**src/rtl/sramc_pkg.sv**
```systemverilog
package sramc_pkg;

    typedef enum logic [2:0] {
        ST_IDLE,
        ST_RD_ACCESS,
        ST_RD_TURN,
        ST_WR_SETUP,
        ST_WR_STROBE,
        ST_WR_DRIVE,
        ST_WR_HOLD
    } sramc_state_e;

    // Whole cycles covering a nanosecond window, never fewer than one.
    function automatic int unsigned ns_to_cycles(input int unsigned ns,
                                                 input int unsigned period);
        int unsigned c;
        c = (ns + period - 1) / period;
        if (c < 1) c = 1;
        return c;
    endfunction

    function automatic int unsigned max3(input int unsigned a,
                                         input int unsigned b,
                                         input int unsigned c);
        int unsigned m;
        m = (a > b) ? a : b;
        return (m > c) ? m : c;
    endfunction

endpackage

```
**src/rtl/sramc_phase_timer.sv**
```systemverilog
module sramc_phase_timer #(
    parameter int unsigned CNT_W = 4
) (
    input  logic             clk,
    input  logic             rst_n,
    input  logic             load,
    input  logic [CNT_W-1:0] load_val,
    output logic             last
);
    logic [CNT_W-1:0] cnt;

    always_ff @(posedge clk) begin
        if (!rst_n) begin
            cnt <= '0;
        end else if (load) begin
            cnt <= load_val;
        end else if (cnt != '0) begin
            cnt <= cnt - 1'b1;
        end
    end

    assign last = (cnt == '0);

endmodule

```
**src/rtl/sramc_capture.sv**
```systemverilog
module sramc_capture #(
    parameter int unsigned W = 8
) (
    input  logic         clk,
    input  logic         rst_n,
    input  logic         en,
    input  logic [W-1:0] d,
    output logic [W-1:0] q
);
    always_ff @(posedge clk) begin
        if (!rst_n) begin
            q <= '0;
        end else if (en) begin
            q <= d;
        end
    end
endmodule

```
**src/rtl/sramc_async_ctrl.sv**
```systemverilog
module sramc_async_ctrl
    import sramc_pkg::*;
#(
    parameter int unsigned CLK_PERIOD_NS = 10,
    parameter int unsigned ADDR_W        = 17,
    parameter int unsigned DATA_W        = 8,
    parameter int unsigned T_ACC_NS      = 55,
    parameter int unsigned T_OE_NS       = 20,
    parameter int unsigned T_CYC_NS      = 55,
    parameter int unsigned T_WP_NS       = 45,
    parameter int unsigned T_DS_NS       = 25,
    parameter int unsigned T_HIZ_NS      = 20
) (
    input  logic              clk,
    input  logic              rst_n,
    input  logic              host_req,
    output logic              host_ready,
    input  logic              host_wr,
    input  logic [ADDR_W-1:0] host_addr,
    input  logic [DATA_W-1:0] host_wdata,
    output logic [DATA_W-1:0] host_rdata,
    output logic              host_done,
    output logic [ADDR_W-1:0] mem_addr,
    output logic              mem_cs_n,
    output logic              mem_cs,
    output logic              mem_oe_n,
    output logic              mem_we_n,
    output logic [DATA_W-1:0] mem_dq_o,
    input  logic [DATA_W-1:0] mem_dq_i,
    output logic              mem_dq_oe
);
    localparam int unsigned C_ACC  = ns_to_cycles(T_ACC_NS, CLK_PERIOD_NS);
    localparam int unsigned C_OE   = ns_to_cycles(T_OE_NS,  CLK_PERIOD_NS);
    localparam int unsigned C_CYC  = ns_to_cycles(T_CYC_NS, CLK_PERIOD_NS);
    localparam int unsigned C_WP   = ns_to_cycles(T_WP_NS,  CLK_PERIOD_NS);
    localparam int unsigned C_DS   = ns_to_cycles(T_DS_NS,  CLK_PERIOD_NS);
    localparam int unsigned N_HIZ  = ns_to_cycles(T_HIZ_NS, CLK_PERIOD_NS);
    localparam int unsigned N_RD   = max3(C_ACC, C_OE, C_CYC);
    // Strobe: long enough for pulse width, for data setup after the drive
    // starts one cycle late, and for the whole write to span a cycle time.
    localparam int unsigned N_WP   = max3(C_WP, C_DS + 1, (C_CYC > 2) ? C_CYC - 2 : 2);
    localparam int unsigned N_MAX  = max3(N_RD, N_WP, N_HIZ);
    localparam int unsigned CNT_W  = $clog2(N_MAX + 1);

    localparam logic [CNT_W-1:0] LD_RD  = CNT_W'(N_RD - 1);
    localparam logic [CNT_W-1:0] LD_HIZ = CNT_W'(N_HIZ - 1);
    localparam logic [CNT_W-1:0] LD_WP  = CNT_W'(N_WP - 2);

    sramc_state_e state, state_nx;
    logic             phase_last;
    logic             tmr_load;
    logic [CNT_W-1:0] tmr_val;
    logic             accept;
    logic             rd_capture;
    logic             done_q;

    assign accept     = (state == ST_IDLE) && host_req;
    assign rd_capture = (state == ST_RD_ACCESS) && phase_last;

    // State register
    always_ff @(posedge clk) begin
        if (!rst_n) begin
            state  <= ST_IDLE;
            done_q <= 1'b0;
        end else begin
            state  <= state_nx;
            done_q <= (state != ST_IDLE) && (state_nx == ST_IDLE);
        end
    end

    // Next state and phase-timer loading
    always_comb begin
        state_nx = state;
        unique case (state)
            ST_IDLE:      if (host_req) state_nx = host_wr ? ST_WR_SETUP : ST_RD_ACCESS;
            ST_RD_ACCESS: if (phase_last) state_nx = ST_RD_TURN;
            ST_RD_TURN:   if (phase_last) state_nx = ST_IDLE;
            ST_WR_SETUP:  state_nx = ST_WR_STROBE;
            ST_WR_STROBE: state_nx = ST_WR_DRIVE;
            ST_WR_DRIVE:  if (phase_last) state_nx = ST_WR_HOLD;
            ST_WR_HOLD:   state_nx = ST_IDLE;
            default:      state_nx = ST_IDLE;
        endcase
        tmr_load = (state_nx != state);
        unique case (state_nx)
            ST_RD_ACCESS: tmr_val = LD_RD;
            ST_RD_TURN:   tmr_val = LD_HIZ;
            ST_WR_DRIVE:  tmr_val = LD_WP;
            default:      tmr_val = '0;
        endcase
    end

    // Pin outputs per state
    always_comb begin
        host_ready = 1'b0;
        mem_cs_n   = 1'b1;
        mem_cs     = 1'b0;
        mem_oe_n   = 1'b1;
        mem_we_n   = 1'b1;
        mem_dq_oe  = 1'b0;
        unique case (state)
            ST_IDLE:      host_ready = 1'b1;
            ST_RD_ACCESS: begin
                mem_cs_n = 1'b0; mem_cs = 1'b1; mem_oe_n = 1'b0;
            end
            ST_RD_TURN:   ;
            ST_WR_SETUP:  begin
                mem_cs_n = 1'b0; mem_cs = 1'b1;
            end
            ST_WR_STROBE: begin
                mem_cs_n = 1'b0; mem_cs = 1'b1; mem_we_n = 1'b0;
            end
            ST_WR_DRIVE:  begin
                mem_cs_n = 1'b0; mem_cs = 1'b1; mem_we_n = 1'b0; mem_dq_oe = 1'b1;
            end
            ST_WR_HOLD:   begin
                mem_cs_n = 1'b0; mem_cs = 1'b1; mem_dq_oe = 1'b1;
            end
            default:      ;
        endcase
    end

    assign host_done = done_q;

    sramc_phase_timer #(.CNT_W(CNT_W)) u_timer (
        .clk      (clk),
        .rst_n    (rst_n),
        .load     (tmr_load),
        .load_val (tmr_val),
        .last     (phase_last)
    );

    sramc_capture #(.W(ADDR_W)) u_addr_q (
        .clk (clk), .rst_n (rst_n), .en (accept), .d (host_addr), .q (mem_addr)
    );

    sramc_capture #(.W(DATA_W)) u_wdata_q (
        .clk (clk), .rst_n (rst_n), .en (accept), .d (host_wdata), .q (mem_dq_o)
    );

    sramc_capture #(.W(DATA_W)) u_rdata_q (
        .clk (clk), .rst_n (rst_n), .en (rd_capture), .d (mem_dq_i), .q (host_rdata)
    );

    // Guards
    assert_no_bus_fight_R7: assert property (@(posedge clk) disable iff (!rst_n)
        mem_dq_oe |-> mem_oe_n);

    assert_strobe_selected_R5: assert property (@(posedge clk) disable iff (!rst_n)
        !mem_we_n |-> (!mem_cs_n && mem_cs && mem_oe_n));

    assert_addr_held_R5: assert property (@(posedge clk) disable iff (!rst_n)
        !mem_we_n |=> $stable(mem_addr));

    assert_read_pins_R3: assert property (@(posedge clk) disable iff (!rst_n)
        !mem_oe_n |-> (mem_we_n && !mem_cs_n && mem_cs && !mem_dq_oe));

    assert_read_addr_R3: assert property (@(posedge clk) disable iff (!rst_n)
        (!mem_oe_n && $past(!mem_oe_n)) |-> $stable(mem_addr));

    assert_done_single_R8: assert property (@(posedge clk) disable iff (!rst_n)
        host_done |=> !host_done);

    assert_ready_quiet_R2: assert property (@(posedge clk) disable iff (!rst_n)
        host_ready |-> (mem_cs_n && !mem_cs && mem_we_n && mem_oe_n && !mem_dq_oe));

    assert_release_deselect_R9: assert property (@(posedge clk) disable iff (!rst_n)
        $rose(mem_oe_n) |-> (mem_cs_n && !host_ready));

endmodule

```
**config.mk**
```make
export PLATFORM = sky130hd
export DESIGN_NAME = sramc_async_ctrl
export DESIGN_NICKNAME = d
export VERILOG_FILES = /design/src/rtl/sramc_pkg.sv /design/src/rtl/sramc_phase_timer.sv /design/src/rtl/sramc_capture.sv /design/src/rtl/sramc_async_ctrl.sv
export SDC_FILE = /design/constraint.sdc
export NUM_CORES = 1
export LEC_CHECK = 0
export CORE_AREA = 8 8 61 88
export CTS_CLUSTER_DIAMETER = 80
export CTS_CLUSTER_SIZE = 14
export DETAILED_ROUTE_END_ITERATION = 8
export DIE_AREA = 0 0 69 96
export GPL_ROUTABILITY_DRIVEN = 0
export PLACE_DENSITY = 0.82
export SYNTH_ARGS = -nofsm -noshare
export SYNTH_HDL_FRONTEND = slang
export SYNTH_SLANG_ARGS = --single-unit
```
**constraint.sdc**
```tcl
create_clock -name clk -period 2.55 [get_ports clk]
set_input_delay 0.3825 -clock clk [delete_from_list [all_inputs] [get_ports clk]]
set_output_delay 0.3825 -clock clk [all_outputs]
set_load 0.005 [all_outputs]
```
* Word level (Yosys, flattened, before mapping)
Index checks and enable logic that the tools add are counted.
** Word-level totals
- Logic and storage cells :: 44
- Register bits :: 40
- Output and inout bits :: 40
- Input bits :: 37
** Cells by class
- Multiplexer cells :: 15
- Equality and inequality tests :: 10
- Add/subtract/negate cells :: 1
- Reduce and logical (&&, ||, !) cells :: 12
** Operator list (count)
- $mux W3 :: 6
- $pmux W3 S6 :: 1
- $eq A3 B3 Y1 const B :: 4
- $eq A3 B2 Y1 const B :: 3
- $logic_not A3 Y1 :: 3
- $pmux W3 S3 :: 1
- $eq A3 B1 Y1 const B :: 2
- $mux W1 :: 6
- $reduce_bool A3 Y1 :: 2
- $reduce_or A5 Y1 :: 1
- $reduce_or A2 Y1 :: 2
- $logic_and A1 B1 Y1 :: 3
- $ne A3 B3 Y1 :: 1
- $sub A3 B1 Y3 const B :: 1
- $mux W2 :: 1
- $reduce_bool A2 Y1 :: 1

* Longest topological paths before layout
Gate-level depths: netlist (run 1).
- Depth in word-level cells :: 6
- Depth in mapped cells :: 8
- Mapped depth without buffers :: 7

* Modules after synthesis
A second synthesis (run 1) with hierarchy kept.
** Unflattened totals
- Cell total of the unflattened synthesis :: 168
- Area, all modules :: 1790.5 um^2
** By module, submodules not included
- sramc_capture at u_addr_q :: cells an instance 54, area each 651.9 um^2, times used 1, sequential area each 340.3 um^2
- sramc_capture at u_rdata_q ... :: cells an instance 25, area each 301.5 um^2, times used 2, sequential area each 160.2 um^2
- sramc_async_ctrl :: cells an instance 42, area each 330.3 um^2, times used 1, sequential area each 80.1 um^2
- sramc_phase_timer :: cells an instance 22, area each 205.2 um^2, times used 1, sequential area each 60.1 um^2

* Worst setup path before layout (run 1)
Ideal clock, no wire load.
- Path kind :: reg-to-reg
- Start point :: register u_timer.cnt[0]
- End point :: register u_timer.cnt[0]
- Setup time :: 0.119 ns
- Clock period less this slack :: 1.635 ns
- Path slack :: 0.915 ns
- Required time :: 2.431 ns
- Stages on the path, launching flop included :: 9
- Path buffers :: 1
- Arrival :: 1.516 ns
- Cell sequence :: dfxtp_1 inv_1 ha_1 ha_1 buf_4 a2111oi_0 a311oi_1 a31oi_1 nor3_1
** On the way
- Word-level cells in the longest chain between the ends :: 6
- Elaborated cells between the ends (all ways) :: 15
- Those cells by class :: add/sub: 1; eq/ne: 4; mux: 7; reduce/logical: 3
** RTL lines
- from (decl) :: RTL line sramc_phase_timer.sv:10 : logic [CNT_W-1:0] cnt;
- from (signal assigned) :: RTL line sramc_phase_timer.sv:16 : cnt <= load_val;
- from (signal assigned) :: RTL line sramc_phase_timer.sv:18 : cnt <= cnt - 1'b1;
- $logic_not A3 Y1 :: RTL line sramc_phase_timer.sv:22 : assign last = (cnt == '0);
- $mux W3, on equally long branches :: RTL line sramc_async_ctrl.sv:80, sramc_async_ctrl.sv:76, sramc_async_ctrl.sv:77
- $pmux W3 S6 :: RTL line sramc_async_ctrl.sv:74 : unique case (state)
- $eq A3 B3 Y1 (tied with other cells) :: RTL line sramc_async_ctrl.sv:85 : unique case (state_nx)
- $pmux W3 S3 :: RTL line sramc_async_ctrl.sv:85
- $mux W3 :: RTL line sramc_phase_timer.sv:15 : end else if (load) begin
Several ways; a longest one is shown, not always the timed one. The select of a mux whose other input is x is not followed.
A chain may end at the register's enable or synchronous reset.

* Worst setup path after layout (run 1)
- Start point :: register state[2]
- End point :: output mem_cs
** On the way
- Word-level cells in the longest chain between the ends :: 3
- Elaborated cells between the ends (all ways) :: 7
- Those cells by class :: eq/ne: 5; mux: 1; reduce/logical: 1
** RTL lines
- from (decl) :: RTL line sramc_async_ctrl.sv:49 : sramc_state_e state, state_nx;
- from (signal assigned) :: RTL line sramc_async_ctrl.sv:66 : state <= state_nx;
- $eq A3 B1 Y1 (tied with other cells) :: RTL line sramc_async_ctrl.sv:101 : unique case (state)
- $reduce_or A5 Y1 (no line) *
- $mux W1 * :: RTL line sramc_async_ctrl.sv:101
- to (decl) :: RTL line sramc_async_ctrl.sv:25 : output logic mem_cs,
Mark *: on every way between the ends. The rest lies on a longest branch, timed or not.

==> summary.txt, run 1 <==
==============================================================================
Start point of the worst min-delay path                           u_addr_q.q[15]$_SDFFE_PN0P_
Die height                                                          96 microns
PnR Total Power                                                        1.93 mW
CP max FO                                                                   14
Cell Count, Final, Fillers Out                                             315
Number of endpoints failing setup at the final stage                         0
Average detailed-routed wire length per instance                  14.8 microns
Row count                                                                   29
Placed Instances                                                           308
Synthesized cell area                                               1770 sq um
Worst supply voltage drop on vdd                                      0.485 mV
Layout overhead on the synthesized area                                  47.7%
Cell type with the highest aggregate area in the netlist          sky130_fd_sc_hd__dfxtp_1
Layout cells sized above 1                                               20.4%
Maximum number of pins on one net before global-route repair                26
Minimum period implied by the final worst setup slack                  2.21 ns
CP peak stage delay                                                    0.66 ns
Share of the clock period used by the worst path                         86.6%
Power density cells                                                739 nW/um^2
Maximum buffer depth of the clock tree                                       2
Hold Vio Cnt, Final                                                          0
Count of cells along the worst hold path                                     2
Critical path class                                                    reg2out
CP Capture Type                                                   primary output
Cell at the root of the clock tree                                sky130_fd_sc_hd__clkbuf_8
Hold-fix buffers, CTS                                                        0
Antenna violations before repair                                             0
WP data arrival                                                        1.83 ns
Fin Clk Skew                                                        0.00340 ns
Commonest cells after routing, fill and taps aside                76 x sky130_fd_sc_hd__clkdlybuf4s50_1, 40 x sky130_fd_sc_hd__dfxtp_1, 33 x sky130_fd_sc_hd__nand2_1, 20 x sky130_fd_sc_hd__nand2_2, 20 x sky130_fd_sc_hd__a21oi_2
Portion of the post-synthesis area used by sequential elements           45.2%
Avg Inst Size Synth                                                 9.04 sq um
Die extent in x                                                     69 microns
Clock latency reported for the late side of the worst-skew pair        0.28 ns
Reg2Reg Depth                                                                7
Min-delay worst type                                                   reg2reg
Number of max-slew violations in the final report                            0
# H-tree levels                                                              2
Reg2Reg Setup Slack                                                    0.58 ns
Core ar.                                                            4140 sq um
Seq cells post-synth                                                        40
Most common cell after layout, fill and taps aside                sky130_fd_sc_hd__clkdlybuf4s50_1
Num ports                                                                   77
Number of buffers created by CTS                                             5
Detailed Route Iter0 Violations                                            112
Synthesized netlist net count                                              235
Layout net count                                                           308
Number of diodes added for antenna fixing                                    0
Result of the run                                                 finished, final reports clean
Final HPWL DP                                                     3510 microns
Die Footprint                                                       6620 sq um
Min-Delay Endpoint                                                u_addr_q.q[15]$_SDFFE_PN0P_
Reg-to-reg startpoint                                             u_timer.cnt[0]$_SDFFE_PN0P_
DRC Markers                                                                  0
Setup repair bufs after CTS                                                  0
Maximum capacitance violations                                               0
Worst-path cell chain                                             nor2_1 -> nor2b_1 -> clkdlybuf4s50_1
Number of clock sinks                                                       40
Worst Max-Slew Pin Slew                                               0.527 ns
Initial Util                                                             42.8%
Per-cell via count in the routed design                                   4.91
Count of different cell masters after synthesis                             33
Number of instances resized during post-cts repair                           0
Yosys warns                                                                  0
Relative slew slack                                                      64.8%
Grt total ovfl                                                               0
Max Clock Freq                                                         453 MHz
Post-DRT Antenna Nets                                                        0
Unrepaired setup endpoints after global routing                          false
Gate Count Post-Synth                                                      196
Post-synth top area share                                                45.2%
Overall Global Routing Usage                                             13.7%
Total wirelength of the detailed-routed design                    4670 microns
Global-route wire length before repair                            7530 microns
Synth area leaders                                                sky130_fd_sc_hd__dfxtp_1 45%, sky130_fd_sc_hd__a21oi_2 9.9%, sky130_fd_sc_hd__nand2_2 7.1%, sky130_fd_sc_hd__nand2_1 7.0%, sky130_fd_sc_hd__mux2i_1 5.1%
Static Leakage                                                        0.920 nW
Critical path required time                                            2.17 ns
Critical path startpoint category                                         flop
Final standard cell utilization of the core                              63.3%
Cell type of the slowest stage on the worst timing path           sky130_fd_sc_hd__dfxtp_1
Setup TNS after final layout                                              0 ns
CTS tree                                                                   yes
Clk pin slew, worst setup/hold paths                                   0.07 ns
Worst r2r dst                                                     u_rdata_q.q[1]$_SDFFE_PN0P_
Total number of vias                                                      1548
Initial DRT Pass Iterations                                                  4
# port buffers                                                              76
Via count of the first global-routing pass                                1618
==============================================================================
## final cells by class
class                   instances  area [sq um]
well taps                      46          57.6
inverters                       6          22.5
flip-flops and latches         40           801
clock buffers                   6          72.6
clock inverters                 1          5.00
multi-input cells             137           863
repair buffers                 79           796
fillers                       374          1520
## report_power, final
part	total [mW]	internal [mW]	switching, mW
logic	0.751	0.387	0.363
clock network	0.386	0.186	0.200
registers	0.798	0.719	0.0788
total	1.93	1.29	0.642
## worst max path at each step
stage	from	to	cells after the start
after CTS	state[2]$_SDFF_PN0_	mem_cs	3
after detailed placement	u_timer.cnt[0]$_SDFFE_PN0P_	u_rdata_q.q[1]$_SDFFE_PN0P_	7
final	state[2]$_SDFF_PN0_	mem_cs	3
after global placement	state[2]$_SDFF_PN0_	mem_cs	3
after global routing	state[2]$_SDFF_PN0_	mem_cs	3
after floorplan	u_timer.cnt[0]$_SDFFE_PN0P_	u_timer.cnt[0]$_SDFFE_PN0P_	8
## cell usage after synthesis
cell	instances
sky130_fd_sc_hd__dfxtp_1	40
sky130_fd_sc_hd__ha_1	2
sky130_fd_sc_hd__nor2b_1	2
sky130_fd_sc_hd__buf_2	5
sky130_fd_sc_hd__buf_1	1
sky130_fd_sc_hd__and3_1	1
sky130_fd_sc_hd__nand2_2	20
sky130_fd_sc_hd__a32o_1	1
sky130_fd_sc_hd__a311oi_1	1
sky130_fd_sc_hd__buf_8	2
sky130_fd_sc_hd__nand2b_4	1
sky130_fd_sc_hd__inv_1	4
sky130_fd_sc_hd__inv_2	2
sky130_fd_sc_hd__a21oi_1	11
sky130_fd_sc_hd__and2_1	1
sky130_fd_sc_hd__nand2_1	33
sky130_fd_sc_hd__nor2_1	13
sky130_fd_sc_hd__nand2b_1	2
sky130_fd_sc_hd__or2_2	1
sky130_fd_sc_hd__o21bai_1	2
sky130_fd_sc_hd__a2111oi_0	2
sky130_fd_sc_hd__a31oi_1	1
sky130_fd_sc_hd__nand3_1	2
sky130_fd_sc_hd__o21ai_0	3
sky130_fd_sc_hd__nor3_4	2
sky130_fd_sc_hd__o32a_1	1
sky130_fd_sc_hd__a21oi_2	20
sky130_fd_sc_hd__clkbuf_1	3
sky130_fd_sc_hd__buf_4	2
sky130_fd_sc_hd__a21boi_0	1
sky130_fd_sc_hd__nand3b_1	2
sky130_fd_sc_hd__nor3_1	3
sky130_fd_sc_hd__mux2i_1	9
## through the flow
stage / hold slack [ns] / cell area [sq um] / setup slack (ns)
global placement: 0.441 / 2540 / 0.659
global route: 0.483 / 2620 / 0.173
CTS: 0.460 / 2620 / 0.336
detailed placement: 0.450 / 2540 / 0.600
finish: 0.458 / 2620 / 0.342
floorplan: 0.453 / 1770 / 0.915
## flip-flops by register name (all words and copies together) (netlist names)
| name | flops |
|---|---|
| u_rdata_q.q | 8 |
| u_wdata_q.q | 8 |
| u_timer.cnt | 3 |
| host_done | 1 |
| u_addr_q.q | 17 |
| state | 3 |
## cells by family (layout without fill, tap and decap cells)
logic type               Yosys count  after routing  share of synthesized area, %
AO/OA/AOI/OAI                     43             43                          18.1
adder cells (fa/ha/maj)            2              2                          1.41
buffers and inverters             19             92                          6.07
flip-flops                        40             40                          45.2
multiplexers                       9              9                          5.08
AND/OR/NAND/NOR                   83             83                          24.2
## layer usage
layer | wire length, microns | GRT usage [%]
met5 | 0 | 0
met2 | 2510 | 26.0
met3 | 289 | 4.23
met1 | 1740 | 13.1
met4 | 124 | 7.38
## worst max-delay path: cells and delay by family (launching register included)
family	cells	cell delay (ns)
flops	1	0.66
buf+inv	1	0.52
simple gates	2	0.36
(Power assumes the default switching activity.)
==> run 2: changes to the inputs <==
- SLEW_MARGIN: not set -> 20
==> results of run 2 <==
Final layout, timing and power as in run 1 (identical DEF).
==> run 3: changes to the inputs <==
- CELL_PAD_IN_SITES_DETAIL_PLACEMENT: not set -> 0
- CELL_PAD_IN_SITES_GLOBAL_PLACEMENT: not set -> 2
- CORE_AREA: 8 8 61 88 -> 8 8 76 111
- DIE_AREA: 0 0 69 96 -> 0 0 84 119
- PLACE_DENSITY: 0.82 -> 0.83
- SYNTH_HIERARCHICAL: not set -> 1
==> summary.txt, run 3 <==
==============================================================================
Gate Count Post-Synth                                                      168   -14%
Critical path class                                                    reg2out
Number of clock sinks                                                       40   unchanged
Most common cell after layout, fill and taps aside                sky130_fd_sc_hd__clkdlybuf4s50_1
Part of the power in the clock network                                   20.8%   +0.8 points
Hold-fix buffers, CTS                                                        0   unchanged
Result of the run                                                 finished, final reports clean
Unrepaired setup endpoints after global routing                          false
Switching Power                                                         666 uW   +3.7%
Fin Clk Skew                                                        0.00392 ns   +0.000526 ns
Min Hold Slack                                                        0.518 ns   +0.0598 ns
Static Leakage                                                        0.995 nW   +8.2%
Num ports                                                                   77   unchanged
PnR Total Power                                                        2.12 mW   +9.6%
Cell type of the slowest stage on the worst timing path           sky130_fd_sc_hd__dfxtp_1
Layout net count                                                           285   -7.5%
Post-synth top area share                                                44.7%   -0.47 points
Post-DRT Antenna Nets                                                        0   unchanged
Avg Inst Size Synth                                                 10.7 sq um   +18%
Initial DRT Pass Iterations                                                  4   unchanged
Synthesized netlist net count                                              207   -12%
Critical path startpoint category                                         flop
Die extent in x                                                     84 microns   +22%
Antenna violations before repair                                             0   unchanged
Maximum capacitance violations                                               0   unchanged
Core ar.                                                            6810 sq um   +65%
Die Footprint                                                      10000 sq um   +51%
Max Clock Freq                                                         457 MHz   +0.81%
Portion of the post-synthesis area used by sequential elements           44.7%   -0.47 points
Number of instances resized during post-cts repair                           0   unchanged
Number of buffers created by CTS                                             5   unchanged
CP peak stage delay                                                    0.60 ns   -0.06 ns
Fraction of power consumed by sequential logic                           38.9%   -2.3 points
Clk pin slew, worst setup/hold paths                                   0.08 ns   about the same
Filler Cell Count                                                          689   +84%
Min-delay worst type                                                   reg2reg
Worst-path cell chain                                             inv_4 -> or3_4 -> clkdlybuf4s50_1
Global-route wire length before repair                            7340 microns   -2.6%
Maximum buffer depth of the clock tree                                       2   unchanged
Layout cells sized above 1                                               7.69%   -13 points
Row count                                                                   37   +28%
DRC Markers                                                                  0   unchanged
Minimum period implied by the final worst setup slack                  2.19 ns   -0.0178 ns
Detailed Route Iter0 Violations                                             42   -63%
Library cell with the highest instance count after synthesis      sky130_fd_sc_hd__dfxtp_1
Average detailed-routed wire length per instance                  13.6 microns   -8.0%
Share of the clock period used by the worst path                         85.9%   -0.70 points
Comb power frac                                                          40.3%   +1.5 points
Layout overhead on the synthesized area                                  49.9%
Critical path required time                                            2.17 ns   about the same
# H-tree levels                                                              2   unchanged
Number of endpoints failing setup at the final stage                         0   unchanged
Total wirelength of the detailed-routed design                    4430 microns   -5.1%
Die height                                                         119 microns   +24%
Largest registers ranked by flip-flop count                       u_addr_q/q (17), u_rdata_q/q (8), u_wdata_q/q (8)
Final HPWL DP                                                     3390 microns   -3.6%
Grt total ovfl                                                               0   unchanged
Largest register FFs                                                        17   unchanged
Start point of the worst min-delay path                           u_rdata_q/q[0]$_SDFFE_PN0P_
Clock latency reported for the late side of the worst-skew pair        0.28 ns   about the same
Commonest cells in the netlist                                    40 x sky130_fd_sc_hd__dfxtp_1, 36 x sky130_fd_sc_hd__nor2b_1, 33 x sky130_fd_sc_hd__mux2i_1, 6 x sky130_fd_sc_hd__inv_1
Cell at the root of the clock tree                                sky130_fd_sc_hd__clkbuf_8
Setup repair bufs after CTS                                                  0   unchanged
Net Sw Frac                                                              31.4%   -1.8 points
Cell type with the highest aggregate area in the netlist          sky130_fd_sc_hd__dfxtp_1
Number of synthesized flops with an enable pin                               0   unchanged
# port buffers                                                              76   unchanged
Overall Global Routing Usage                                             8.91%   -4.8 points
Worst Max-Slew Pin Slew                                               0.554 ns   +0.0276 ns
Power density cells                                                790 nW/um^2   +6.9%
CP Capture Type                                                   primary output
CP max FO                                                                   11   -3
Start point of the critical path                                  state[0]$_SDFF_PN0_
Relative slew slack                                                      63.0%   -1.8 points
Number of max-slew violations in the final report                            0   unchanged
Total internal power                                                   1.45 mW   +13%
Commonest cells after routing, fill and taps aside                76 x sky130_fd_sc_hd__clkdlybuf4s50_1, 40 x sky130_fd_sc_hd__dfxtp_1, 36 x sky130_fd_sc_hd__nor2b_1, 33 x sky130_fd_sc_hd__mux2i_1
WP data arrival                                                        1.81 ns   -0.02 ns
Synth area leaders                                                sky130_fd_sc_hd__dfxtp_1 45%, sky130_fd_sc_hd__mux2i_1 18%, sky130_fd_sc_hd__nor2b_1 13%, sky130_fd_sc_hd__buf_6 2.5%, sky130_fd_sc_hd__nor4b_1 1.5%
Maximum number of pins on one net before global-route repair                26   unchanged
Hold Vio Cnt, Final                                                          0   unchanged
Per-cell via count in the routed design                                   4.37   -11%
Via count of the first global-routing pass                                1439   -11%
Number of diodes added for antenna fixing                                    0   unchanged
Setup TNS after final layout                                              0 ns   unchanged
Top FF cell, synth                                                sky130_fd_sc_hd__dfxtp_1
Count of different cell masters after synthesis                             36   +9.1%
Total number of vias                                                      1419   -8.3%
FFs w/ async S/R, synth                                                     0%   unchanged
Initial Util                                                             26.3%   -17 points
Reg-to-reg startpoint                                             u_timer/cnt[0]$_SDFFE_PN0P_
Synthesized cell area                                               1790 sq um   +1.1%
Top register by number of flip-flops                                u_addr_q/q
Seq cells post-synth                                                        40   unchanged
CTS tree                                                                   yes
Yosys warns                                                                  6   +6
Worst supply voltage drop on vdd                                      0.440 mV   -9.2%
==============================================================================
==> run 3: cell count changes after synthesis, moves of 3 or more <==
cell	previous run	this run
sky130_fd_sc_hd__nor2b_1	2	36
sky130_fd_sc_hd__nand2_1	33	4
sky130_fd_sc_hd__mux2i_1	9	33
sky130_fd_sc_hd__a21oi_2	20	0
sky130_fd_sc_hd__nand2_2	20	0
sky130_fd_sc_hd__nor2_1	13	2
sky130_fd_sc_hd__a21oi_1	11	4
sky130_fd_sc_hd__buf_2	5	1
sky130_fd_sc_hd__buf_6	0	4
sky130_fd_sc_hd__nor4b_1	0	3
==> run 3: worst max-delay path: cells and delay by family, from the launching register on <==
family / cells / cell delay [ns]
simple gates: 1 / 0.38
flops: 1 / 0.60
buf+inv: 2 / 0.54
==> run 3: kinds of logic after synthesis <==
logic type	after synthesis	share of synthesized area (%)
AND/OR/NAND/NOR	63	22.8
multiplexers	34	19.1
XOR/XNOR	1	0.489
flip-flops	40	44.7
adder cells (fa/ha/maj)	2	1.40
buffers and inverters	15	6.15
AO/OA/AOI/OAI	13	5.38
==> run 3: final timing paths <==
| check | to | slack, ns | cells after the start |
|---|---|---|---|
| worst min register to register | u_rdata_q/q[0]$_SDFFE_PN0P_ | 0.52 | 2 |
| worst max-delay path | mem_oe_n | 0.36 | 3 |
| worst min-delay path | u_rdata_q/q[0]$_SDFFE_PN0P_ | 0.52 | 2 |
| worst max register to register | u_timer/cnt[1]$_SDFFE_PN0P_ | 0.45 | 8 |
==> run 3: cell type report <==
cell class / count / area [sq um] / area share (%)
clock inverter: 1 / 7.51 / 0.280
tap: 78 / 97.6 / 3.64
multi-input combinational: 113 / 880 / 32.8
timing repair buffer: 79 / 783 / 29.2
inverter: 7 / 28.8 / 1.07
sequential: 40 / 801 / 29.8
clock buffer: 7 / 86.3 / 3.22
==> run 3: power by group through the flow <==
stage | Sequential (mW) | Clock [mW] | Combinational [mW]
finish | 0.825 | 0.442 | 0.854
global route | 0.842 | 0.495 | 0.949
CTS | 0.826 | 0.470 | 0.876
detailed placement | 0.840 | 0 | 0.871
global placement | 0.836 | 0 | 0.863
floorplan | 0.812 | 0 | 0.579
==> run 3: metal layers <==
| layer | vias up | wire [microns] | GRT usage [%] |
|---|---|---|---|
| met1 | 638 | 1920 | 9.94 |
| met5 | - | 0 | 0 |
| li1 | 727 | - | - |
| met4 | 0 | 73 | 3.90 |
| met2 | 49 | 2200 | 14.9 |
| met3 | 5 | 228 | 3.07 |
==> run 3: per-stage QoR <==
| step | std cells | setup WS [ns] | area (sq um) | utilization (%) |
|---|---|---|---|---|
| floorplan | 168 | 0.718 | 1790 | - |
| global placement | 317 | 0.597 | 2590 | 38.1 |
| detailed placement | 317 | 0.498 | 2590 | 38.1 |
| CTS | 325 | 0.322 | 2680 | 39.4 |
| global route | 325 | 0.267 | 2680 | 39.4 |
| finish | 325 | 0.360 | 2680 | 39.4 |
